## config.mk

```make
export PLATFORM = sky130hd
export DESIGN_NAME = dma_xfer_seq
export DESIGN_NICKNAME = d
export VERILOG_FILES = /design/src/rtl/dma_seq_pkg.sv /design/src/rtl/dma_prio_pick.sv /design/src/rtl/dma_chan_ctx.sv /design/src/rtl/dma_xfer_seq.sv
export SDC_FILE = /design/constraint.sdc
export NUM_CORES = 1
export LEC_CHECK = 0
export BUFFER_PORTS_ARGS = -buffer_cell sky130_fd_sc_hd__buf_2
export CAP_MARGIN = 20
export CORE_ASPECT_RATIO = 0.8
export CORE_MARGIN = 1
export CORE_UTILIZATION = 40
export DETAILED_ROUTE_END_ITERATION = 8
export HOLD_SLACK_MARGIN = 0.06
export PLACE_DENSITY = 0.65
export SETUP_SLACK_MARGIN = 0.3
export SYNTH_ARGS = -nofsm -noshare
export SYNTH_HDL_FRONTEND = slang
export SYNTH_SLANG_ARGS = --single-unit
```

## constraint.sdc

```tcl
create_clock -name clk -period 2.2 [get_ports clk]
set_input_delay 0.44 -clock clk [delete_from_list [all_inputs] [get_ports clk]]
set_output_delay 0.44 -clock clk [all_outputs]
set_load 0.005 [all_outputs]
```

## src/rtl/dma_seq_pkg.sv

```systemverilog
package dma_seq_pkg;

  typedef enum logic {
    ST_IDLE = 1'b0,
    ST_UNIT = 1'b1
  } seq_st_t;

  localparam logic [1:0] MD_DEMAND = 2'b00;
  localparam logic [1:0] MD_SINGLE = 2'b01;
  localparam logic [1:0] MD_BLOCK  = 2'b10;

  localparam logic [1:0] TY_VERIFY = 2'b00;
  localparam logic [1:0] TY_WRITE  = 2'b01;
  localparam logic [1:0] TY_READ   = 2'b10;

endpackage

```

## src/rtl/dma_prio_pick.sv

```systemverilog
// Priority search over eligible channels; NCH must be a power of two so the
// index wraps by truncation.
module dma_prio_pick #(
  parameter int NCH = 4,
  localparam int CHW = (NCH > 1) ? $clog2(NCH) : 1
) (
  input  logic [NCH-1:0] elig,
  input  logic           rotate,
  input  logic [CHW-1:0] last_srv,
  output logic           any,
  output logic [CHW-1:0] pick
);

  logic [CHW-1:0] start;
  logic [CHW-1:0] idx;

  assign start = rotate ? CHW'(last_srv + 1'b1) : '0;

  always_comb begin
    any  = 1'b0;
    pick = '0;
    idx  = '0;
    for (int i = 0; i < NCH; i++) begin
      idx = CHW'(start + CHW'(i));
      if (!any && elig[idx]) begin
        any  = 1'b1;
        pick = idx;
      end
    end
  end

endmodule

```

## src/rtl/dma_chan_ctx.sv

```systemverilog
// Working state of one channel: offset, count, mask, software request, done.
module dma_chan_ctx #(
  parameter int OW = 16
) (
  input  logic          clk,
  input  logic          rst_n,
  input  logic [OW-1:0] base_addr,
  input  logic [OW-1:0] base_cnt,
  input  logic          dn,
  input  logic          auto_rl,
  input  logic          ld,
  input  logic          msk_set,
  input  logic          msk_clr,
  input  logic          sw_set,
  input  logic          unit,
  output logic [OW-1:0] cur_addr,
  output logic [OW-1:0] cur_cnt,
  output logic          masked,
  output logic          sw_req,
  output logic          done,
  output logic          last_unit
);

  // offset arithmetic: one step, wrapping inside OW bits
  function automatic logic [OW-1:0] f_step(input logic [OW-1:0] a, input logic down);
    if (down) return OW'(a - 1'b1);
    return OW'(a + 1'b1);
  endfunction

  logic tc_evt;      // terminal unit completes this cycle
  logic tc_selfmask; // terminal unit without reload

  assign last_unit   = (cur_cnt == '0);
  assign tc_evt      = unit && last_unit && !ld;
  assign tc_selfmask = tc_evt && !auto_rl;

  always_ff @(posedge clk) begin
    if (!rst_n) begin
      cur_addr <= '0;
      cur_cnt  <= '0;
      done     <= 1'b0;
    end else if (ld) begin
      cur_addr <= base_addr;
      cur_cnt  <= base_cnt;
      done     <= 1'b0;
    end else if (unit) begin
      if (last_unit) begin
        done <= 1'b1;
        if (auto_rl) begin
          cur_addr <= base_addr;
          cur_cnt  <= base_cnt;
        end else begin
          cur_addr <= f_step(cur_addr, dn);
          cur_cnt  <= '1;
        end
      end else begin
        cur_addr <= f_step(cur_addr, dn);
        cur_cnt  <= OW'(cur_cnt - 1'b1);
      end
    end
  end

  always_ff @(posedge clk) begin
    if (!rst_n)           masked <= 1'b1;
    else if (msk_set)     masked <= 1'b1;
    else if (tc_selfmask) masked <= 1'b1;
    else if (msk_clr)     masked <= 1'b0;
  end

  always_ff @(posedge clk) begin
    if (!rst_n)      sw_req <= 1'b0;
    else if (sw_set) sw_req <= 1'b1;
    else if (tc_evt) sw_req <= 1'b0;
  end

  AST_CNT_STEP: assert property (@(posedge clk) disable iff (!rst_n)
    (unit && !last_unit && !ld) |=> (cur_cnt == OW'($past(cur_cnt) - 1'b1)));
  AST_AUTO_RELOAD: assert property (@(posedge clk) disable iff (!rst_n)
    (tc_evt && auto_rl) |=> (cur_addr == $past(base_addr) && cur_cnt == $past(base_cnt)));
  AST_TC_SELF_MASK: assert property (@(posedge clk) disable iff (!rst_n)
    (tc_evt && !auto_rl) |=> (masked && cur_cnt == '1));
  AST_DONE_AT_TC: assert property (@(posedge clk) disable iff (!rst_n)
    tc_evt |=> done);

endmodule

```

## src/rtl/dma_xfer_seq.sv

```systemverilog
module dma_xfer_seq
  import dma_seq_pkg::*;
#(
  parameter int NCH = 4,
  parameter int OW  = 16,
  parameter int PGW = 8,
  parameter int BPW = 4,
  parameter int PAW = 24
) (
  input  logic               clk,
  input  logic               rst_n,
  input  logic               cmd_disable,
  input  logic               cmd_rotate,
  input  logic [2*NCH-1:0]   ch_mode,
  input  logic [2*NCH-1:0]   ch_type,
  input  logic [NCH-1:0]     ch_dec,
  input  logic [NCH-1:0]     ch_auto,
  input  logic [NCH-1:0]     ch_word,
  input  logic [PGW*NCH-1:0] ch_page,
  input  logic [OW*NCH-1:0]  base_addr,
  input  logic [OW*NCH-1:0]  base_cnt,
  input  logic [NCH-1:0]     ld_cur,
  input  logic [NCH-1:0]     mask_set,
  input  logic [NCH-1:0]     mask_clr,
  input  logic [NCH-1:0]     sw_req_set,
  input  logic [NCH-1:0]     hw_req,
  output logic               mem_cyc,
  output logic [PAW-1:0]     mem_addr,
  output logic               mem_rd,
  output logic               mem_wr,
  output logic [NCH-1:0]     dack,
  output logic [NCH-1:0]     tc_pulse,
  output logic [NCH-1:0]     req_flags,
  output logic [NCH-1:0]     done_flags,
  output logic [NCH-1:0]     ch_masked,
  output logic [OW*NCH-1:0]  cur_addr,
  output logic [OW*NCH-1:0]  cur_cnt
);

  localparam int CHW = (NCH > 1) ? $clog2(NCH) : 1;

  // page-plus-offset address: page is never carried into
  function automatic logic [PAW-1:0] f_phys(input logic [PGW-1:0] pg,
                                            input logic [OW-1:0]  off,
                                            input logic           word);
    if (word) return PAW'({pg, off, 1'b0});
    return PAW'({pg[BPW-1:0], off});
  endfunction

  logic [OW-1:0]  ca [NCH];
  logic [OW-1:0]  cc [NCH];
  logic [NCH-1:0] masked_w, swreq_w, done_w, last_w, unit_w, elig;

  seq_st_t        st;
  logic [CHW-1:0] gnt, last_srv, pick;
  logic           any;

  // named internal events
  logic           grant_evt;
  logic           stop_evt;
  logic [1:0]     gnt_mode;
  logic [1:0]     gnt_type;
  logic           gnt_req;

  assign elig      = (hw_req | swreq_w) & ~masked_w;
  assign grant_evt = (st == ST_IDLE) && !cmd_disable && any;
  assign unit_w    = (st == ST_UNIT) ? (NCH'(1) << gnt) : '0;

  dma_prio_pick #(.NCH(NCH)) u_pick (
    .elig    (elig),
    .rotate  (cmd_rotate),
    .last_srv(last_srv),
    .any     (any),
    .pick    (pick)
  );

  for (genvar g = 0; g < NCH; g++) begin : g_ch
    dma_chan_ctx #(.OW(OW)) u_ctx (
      .clk      (clk),
      .rst_n    (rst_n),
      .base_addr(base_addr[g*OW +: OW]),
      .base_cnt (base_cnt[g*OW +: OW]),
      .dn       (ch_dec[g]),
      .auto_rl  (ch_auto[g]),
      .ld       (ld_cur[g]),
      .msk_set  (mask_set[g]),
      .msk_clr  (mask_clr[g]),
      .sw_set   (sw_req_set[g]),
      .unit     (unit_w[g]),
      .cur_addr (ca[g]),
      .cur_cnt  (cc[g]),
      .masked   (masked_w[g]),
      .sw_req   (swreq_w[g]),
      .done     (done_w[g]),
      .last_unit(last_w[g])
    );
    assign cur_addr[g*OW +: OW] = ca[g];
    assign cur_cnt[g*OW +: OW]  = cc[g];
  end

  assign gnt_mode = ch_mode[2*gnt +: 2];
  assign gnt_type = ch_type[2*gnt +: 2];
  assign gnt_req  = hw_req[gnt] | swreq_w[gnt];

  always_comb begin
    stop_evt = last_w[gnt] || masked_w[gnt];
    case (gnt_mode)
      MD_BLOCK:  ;
      MD_DEMAND: if (!gnt_req) stop_evt = 1'b1;
      default:   stop_evt = 1'b1;
    endcase
  end

  always_ff @(posedge clk) begin
    if (!rst_n) begin
      st       <= ST_IDLE;
      gnt      <= '0;
      last_srv <= '0;
    end else begin
      case (st)
        ST_IDLE: if (grant_evt) begin
          st  <= ST_UNIT;
          gnt <= pick;
        end
        ST_UNIT: if (stop_evt) begin
          st       <= ST_IDLE;
          last_srv <= gnt;
        end
        default: st <= ST_IDLE;
      endcase
    end
  end

  assign mem_cyc    = (st == ST_UNIT);
  assign dack       = unit_w;
  assign mem_addr   = mem_cyc ? f_phys(ch_page[PGW*gnt +: PGW], ca[gnt], ch_word[gnt]) : '0;
  assign mem_rd     = mem_cyc && (gnt_type == TY_READ);
  assign mem_wr     = mem_cyc && (gnt_type == TY_WRITE);
  assign tc_pulse   = unit_w & last_w;
  assign req_flags  = hw_req | swreq_w;
  assign done_flags = done_w;
  assign ch_masked  = masked_w;

  AST_SINGLE_RELEASE: assert property (@(posedge clk) disable iff (!rst_n)
    (mem_cyc && gnt_mode[0]) |=> !mem_cyc);
  AST_BLOCK_HOLD: assert property (@(posedge clk) disable iff (!rst_n)
    (mem_cyc && gnt_mode == MD_BLOCK && !last_w[gnt] && !masked_w[gnt])
      |=> (mem_cyc && dack == $past(dack)));
  AST_DISABLED_IDLE: assert property (@(posedge clk) disable iff (!rst_n)
    (!mem_cyc && cmd_disable) |=> !mem_cyc);
  AST_NO_MASKED_START: assert property (@(posedge clk) disable iff (!rst_n)
    $rose(mem_cyc) |-> (($past(masked_w) & dack) == '0));
  AST_TC_ONE_CYCLE: assert property (@(posedge clk) disable iff (!rst_n)
    (|tc_pulse) |=> (tc_pulse == '0));
  AST_STROBES_EXCL: assert property (@(posedge clk) disable iff (!rst_n)
    (mem_rd || mem_wr) |-> ($countones(dack) == 1 && !(mem_rd && mem_wr)));

endmodule

```

==> After elaboration in Yosys (flattened, before gate mapping) <==
Cells that the tools add are included.
{ "word_totals": {"out_inout_bits": 175, "inputBits": 212, "wordCells": 251, "ff_bits": 145} }
{ "op_classes": {"shift": 4, "eq_ne": 3, "add_sub_neg": 16, "mux": 132, "n_lt_le_gt_ge": 6, "n_reduce_logical": 59, "n_bitwise": 8} }
{ "ops": {"columns": ["operator", "count"], "rows": [
  ["$mux W16", 46],
  ["$sub A16 B1 Y16 const B", 8],
  ["$mux W24", 3],
  ["$mux W1", 65],
  ["$add A16 B1 Y16 const B", 4],
  ["$logic_not A16 Y1", 4],
  ["$bmux W16 S2", 1],
  ["$shiftx A32 B6 Y7", 1],
  ["$logic_and A1 B1 Y1", 19],
  ["$bmux W1 S2", 9],
  ["$reduce_bool A2 Y1", 8],
  ["$shiftx A8 B4 Y2", 2],
  ["$lt A2 B3 Y1 const B", 5],
  ["$logic_not A1 Y1", 12],
  ["$reduce_and A2 Y1", 6],
  ["$reduce_or A3 Y1", 4],
  ["$mux W2", 5],
  ["$and A4 B4 Y4", 2],
  ["$reduce_or A2 Y1", 4],
  ["$add A2 B1 Y2 const B", 2],
  ["$add A2 B2 Y2 const B", 2],
  ["$eq A2 B2 Y1 const B", 2],
  ["$mux W4", 1],
  ["$not A4 Y4", 1],
  ["other kinds (10)", 12]
]} }

==> Logic depth before layout (Yosys ltp) <==
{ "depth": {"ltp_word": 17, "ltp_mapped": 10, "depth_no_buf": 8} }

==> By module <==
Synthesis repeated with hierarchy kept, for this count alone.
{ "hier_totals": {"cells_unflattened": 1510, "area_unflattened_um2": 11841.4} }
{ "by_module_without_submodules": {"columns": ["module", "cells_per_inst", "n_inst", "seq_area_each_um2", "area_each_um2"], "rows": [
  ["dma_chan_ctx (g_ch[0].u_ctx ...)", 340, 2, 700.7, 2537.4],
  ["dma_chan_ctx (g_ch[2].u_ctx ...)", 327, 2, 700.7, 2536.2],
  ["dma_xfer_seq", 137, 1, 100.1, 1446.4],
  ["dma_prio_pick", 39, 1, 0.0, 247.7]
]} }

==> Worst setup path before layout <==
OpenSTA, ideal clock, no wires.
{ "synth_timing": {"path_kind": "input port to flip-flop", "from": "input port ch_dec[3]", "to": "register g_ch[3].u_ctx.cur_addr[10]", "stages": 7, "arrival_time_ns": 2.115, "path_buffers": 0, "path_slack_ns": -0.041, "path_cell_list": "fa_1 -> a21oi_1 -> o22ai_1 -> o41ai_1 -> o21ai_0 -> xnor2_1 -> o211ai_1"} }
{ "synth_between": {"elab_chain_cells": 11} }
{ "synth_rtl": {"columns": ["element", "line_no", "rtl"], "rows": [
  ["start, declared", "dma_xfer_seq.sv:16", "input logic [NCH-1:0] ch_dec,"],
  ["$mux W1 (*)", "dma_chan_ctx.sv:26", "if (down) return OW'(a - 1'b1);"],
  ["$mux W1", "dma_chan_ctx.sv:49", "if (auto_rl) begin"],
  ["$mux W1", "dma_chan_ctx.sv:47", "if (last_unit) begin"],
  ["$mux W1", "dma_chan_ctx.sv:46", "end else if (unit) begin"],
  ["$mux W1", "dma_chan_ctx.sv:42", "end else if (ld) begin"],
  ["$mux W1", "dma_chan_ctx.sv:38", "if (!rst_n) begin"],
  ["$mux W16", "dma_chan_ctx.sv:27", "return OW'(a + 1'b1);"],
  ["$mux W16", "dma_chan_ctx.sv:49", null],
  ["$mux W16 (*)", "dma_chan_ctx.sv:47", null],
  ["$mux W16 (*)", "dma_chan_ctx.sv:46", null],
  ["$mux W16 (*)", "dma_chan_ctx.sv:42", null],
  ["end signal, assigned", "dma_chan_ctx.sv:43", "cur_addr <= base_addr;"],
  ["end signal, assigned", "dma_chan_ctx.sv:50", "cur_addr <= base_addr;"],
  ["end signal, assigned", "dma_chan_ctx.sv:53", "cur_addr <= f_step(cur_addr, dn);"],
  ["end, declared", "dma_chan_ctx.sv:16", "output logic [OW-1:0] cur_addr,"]
]} }
Mark *: on every way between the ends. The rest lies on a longest branch, timed or not. The select of a mux whose other input is x is not followed.
A chain may end at the register's enable or synchronous reset.

==> Worst setup path in the final report <==
{ "layout_timing": {"from": "register gnt[0]", "to": "output port mem_addr[8]"} }
{ "layout_between": {"elab_chain_cells": 7} }
{ "layout_rtl": {"columns": ["element", "line_no", "rtl"], "rows": [
  ["start, declared", "dma_xfer_seq.sv:55", "logic [CHW-1:0] gnt, last_srv, pick;"],
  ["start signal, assigned", "dma_xfer_seq.sv:123", "gnt <= pick;"],
  ["$not A2 Y3 (not written as such)", "dma_xfer_seq.sv:136", "assign mem_addr = mem_cyc ? f_phys(ch_page[PGW*gnt +: PGW], ca[gnt], ch_word[gnt]) : '0;"],
  ["$bmux W16 S2", "dma_xfer_seq.sv:136", null],
  ["$mux W16 (not written as such) (2 in series)", "dma_xfer_seq.sv:136", null],
  ["$mux W24", "dma_xfer_seq.sv:46", "if (word) return PAW'({pg, off, 1'b0});"],
  ["$mux W24 (*)", "dma_xfer_seq.sv:47", "return PAW'({pg[BPW-1:0], off});"],
  ["$mux W24 (*)", "dma_xfer_seq.sv:136", null],
  ["end, declared", "dma_xfer_seq.sv:28", "output logic [PAW-1:0] mem_addr,"]
]} }
Marked as above.

==> impl_metrics.yaml <==
outcome:
  run_status: "finished with violations"
  violations_in_the_final_reports: "setup timing"
final_layout:
  layout.nets: 2451
  n_fill_cell: 2281
  fin_util: 0.697
  syn2layout_area_growth_pct: 69.6
  post_route_cells_drive_above_1_share: 0.559
synthesis:
  synth_area_um2: 11800
  synthCells: 1505
  post_synth_main_area_contributors: "dfxtp_1 25%, a21oi_1 7.4%, ha_1 6.4%"
  yosysSeqAreaShare: 0.247
  async_flop_share: 0
  synthesis.area_per_instance_um2: 7.82
  synth_commonest_cells: "174 x a21oi_1, 161 x nand2_1, 145 x dfxtp_1"
  syn-num-nets: 1781
  ys_seq_elements: 145
  yosysMostFrequentCell: "a21oi_1"
  synth_warnings: 0
  yosysTopAreaCellShare: 0.247
  synth-edff-count: 0
  synth_largest_area_cell: "dfxtp_1"
  ys.flop_type: "dfxtp_1"
  post_synth_num_cell_types: 88
clocking:
  cts_tree: "built"
  clock_tree.htree_level_count: 4
  cts_inserted_buffers: 17
  tritoncts_num_sinks: 145
  path_clk_slew_ps: 70
  cts-root-to-sink-buffers: 2
  cts.root.buffer_cell: "clkbuf_16"
  clk_latency_ps: 450
grt:
  grt_first_pass_wirelength_mm: 81.6
  track_usage: 0.347
  antenna_found_initial: 5
  grt_overflow_total: 0
  grt_max_degree: 64
  first_global_vias: 14310
critical_path:
  critPathCapture: "mem_addr[8]"
  critical_path.startpoint: "gnt[0]"
  worst_setup_path_end_kind: "primary output"
  worst-r2r-cell-count: 8
  worstSetupPathType: "reg2out"
  timing.critical_path.arrival_ps: 2120
  regToRegStartpoint: "g_ch[3].u_ctx.cur_cnt[5]"
  rrSetupSlack_ps: 20
  timing.critical_path.from_type: "flop"
  worst-endpoint-required_ps: 1760
  worst_r2r_dst: "g_ch[3].u_ctx.cur_addr[4]"
  critical_path_peak_fanout: 24
run:
  drv_cap: 0
detailed_routing:
  detail_route.vias_per_cell: 6.01
  dr.first_iter.drc_count: 1238
  finalWirelength_mm: 56.1
  detail_route.first_pass.iterations: 6
  drc: 0
  avgRoutedWirePerCell_um: 21.9
  detail-route-antenna-nets: 0
  vias: 15387
worst_hold_path:
  holdCritStartpoint: "mask_set[0]"
  min-delay-path-class: "in2reg"
sta:
  layout_worst_path_cycle_share: 1.16
  setup_repair_after_global_routing_missed_its_margin: "yes"
  final-max-slew-violation-count: 0
  final_critical_path_setup_slack_ps: -357
  report.final.setup_viol: 30
  hold-worst-slack_ps: 176
  fin_skew_ps: 18.0
  report.final.hold_viol_count: 0
  final_period_minus_worst_setup_slack_ps: 2560
  worst_slew_pin_slew_ps: 908
  fmaxAchievable_ghz: 0.391
  max_slew_margin: 0.393
floorplanning:
  die_height_um: 155
  initial_utilization: 0.411
  fp.dieW_um: 194
  fp.coreArea_um2: 28600
  dieArea_um2: 30100
  fp-row-count: 55
  io_pins: 387
power:
  power.density_cell_area_nw_per_um2: 579
  design_power_mw: 11.6
  power.ir.vdd_worst_mv: 0.543
  p_leak_nw: 8.65
placed_design:
  gp_congestion: 0.980
  portBuffers: 382
  dpl.hpwl_mm: 38.6
-- registers in the layout (all words and copies together) (netlist names) --
name,count
last_srv,2
g_ch.u_ctx.cur_addr,64
g_ch.u_ctx.sw_req,4
g_ch.u_ctx.done,4
g_ch.u_ctx.masked,4
gnt,2
mem_cyc,1
g_ch.u_ctx.cur_cnt,64
-- power by group --
group          internal [mW]  leakage, nW  total (mW)  switching (mW)
combinational           2.66         7.16        5.38            2.72
sequential              2.87         1.21        3.19           0.326
clock                   1.65        0.279        2.99            1.34
-- logic make-up (layout without fill, tap and decap cells) --
family                     count (synthesis)  in the layout  share of synthesized area
DFF                                      145            145                      0.247
muxes                                     60             60                     0.0810
adders and majority gates                 64             64                     0.0706
and+or+nand+nor                          503            503                      0.210
other                                      0              2                          0
xor gates and xnor gates                  57             57                     0.0424
buffers and inverters                    145            821                     0.0574
AOI/OAI and AO/OA                        531            538                      0.292
-- per-stage QoR --
stage                     setup WS, ps  area [um^2]  instances  TNS (ps)
final                             -357        20000       2560     -7100
after global routing              -376        20000       2560     -8460
after CTS                         -349        18400       2513     -7750
after detailed placement          -301        16100       2405     -4960
after global placement            -242        16100       2405     -4150
after floorplan                    255        12200       1505         0
-- layer usage --
layer	track usage	part of all wire	vias up
met4	0.139	0.036	4
met3	0.0583	0.081	124
met1	0.472	0.42	7397
li1	-	-	7040
met2	0.546	0.46	822
met5	0	0.00043	-
-- how the worst min path moves through the flow --
stage                          endpoint  cells past startpoint
6_report           g_ch[0].u_ctx.masked                      2
5_1_grt            g_ch[1].u_ctx.masked                      3
4_1_cts            g_ch[0].u_ctx.masked                      2
3_5_place_dp   g_ch[3].u_ctx.cur_cnt[1]                      2
3_3_place_gp       g_ch[3].u_ctx.sw_req                      2
2_1_floorplan      g_ch[3].u_ctx.sw_req                      2
-- area by class of cell --
type,count,area (um^2),area share
Multi-Input combinational cell,1222,10400,0.522
Timing Repair Buffer,748,5380,0.269
Sequential cell,145,2970,0.149
Clock buffer,20,467,0.0234
Tap cell,370,463,0.0232
Inverter,41,159,0.00796
Clock inverter,12,108,0.00539
Antenna cell,2,5.00,0.000251
-- placed cells by master, fill, tap and decap left out, types with 21 or more instances in the layout --
master	n
nand3_1	33
inv_1	30
nand2_2	25
o21ai_0	62
dfxtp_1	113
mux2i_1	27
xnor2_1	43
nor3_1	30
mux4_2	28
buf_2	375
o21ai_1	29
ha_1	31
buf_6	69
clkbuf_16	21
ha_4	28
nand2_1	133
buf_4	269
a21oi_2	48
nor2_1	106
dfxtp_2	23
a21oi_1	122
-- critical path: stages (launching register included) --
cell and delay, ps:
dfxtp_4 400, mux4_2 560, buf_12 190, mux2i_2 170, nor2_2 170, buf_2 150
-- timing repair --
item                                    in CTS  in global routing
gates cloned                                11                  4
resized for setup                          268                256
hold buffers                                 0                  0
pin swaps                                  118                147
buffers inserted                            65                 41
endpoints found under the setup margin     163                167
Note: power is estimated with default switching activity, not from simulation.
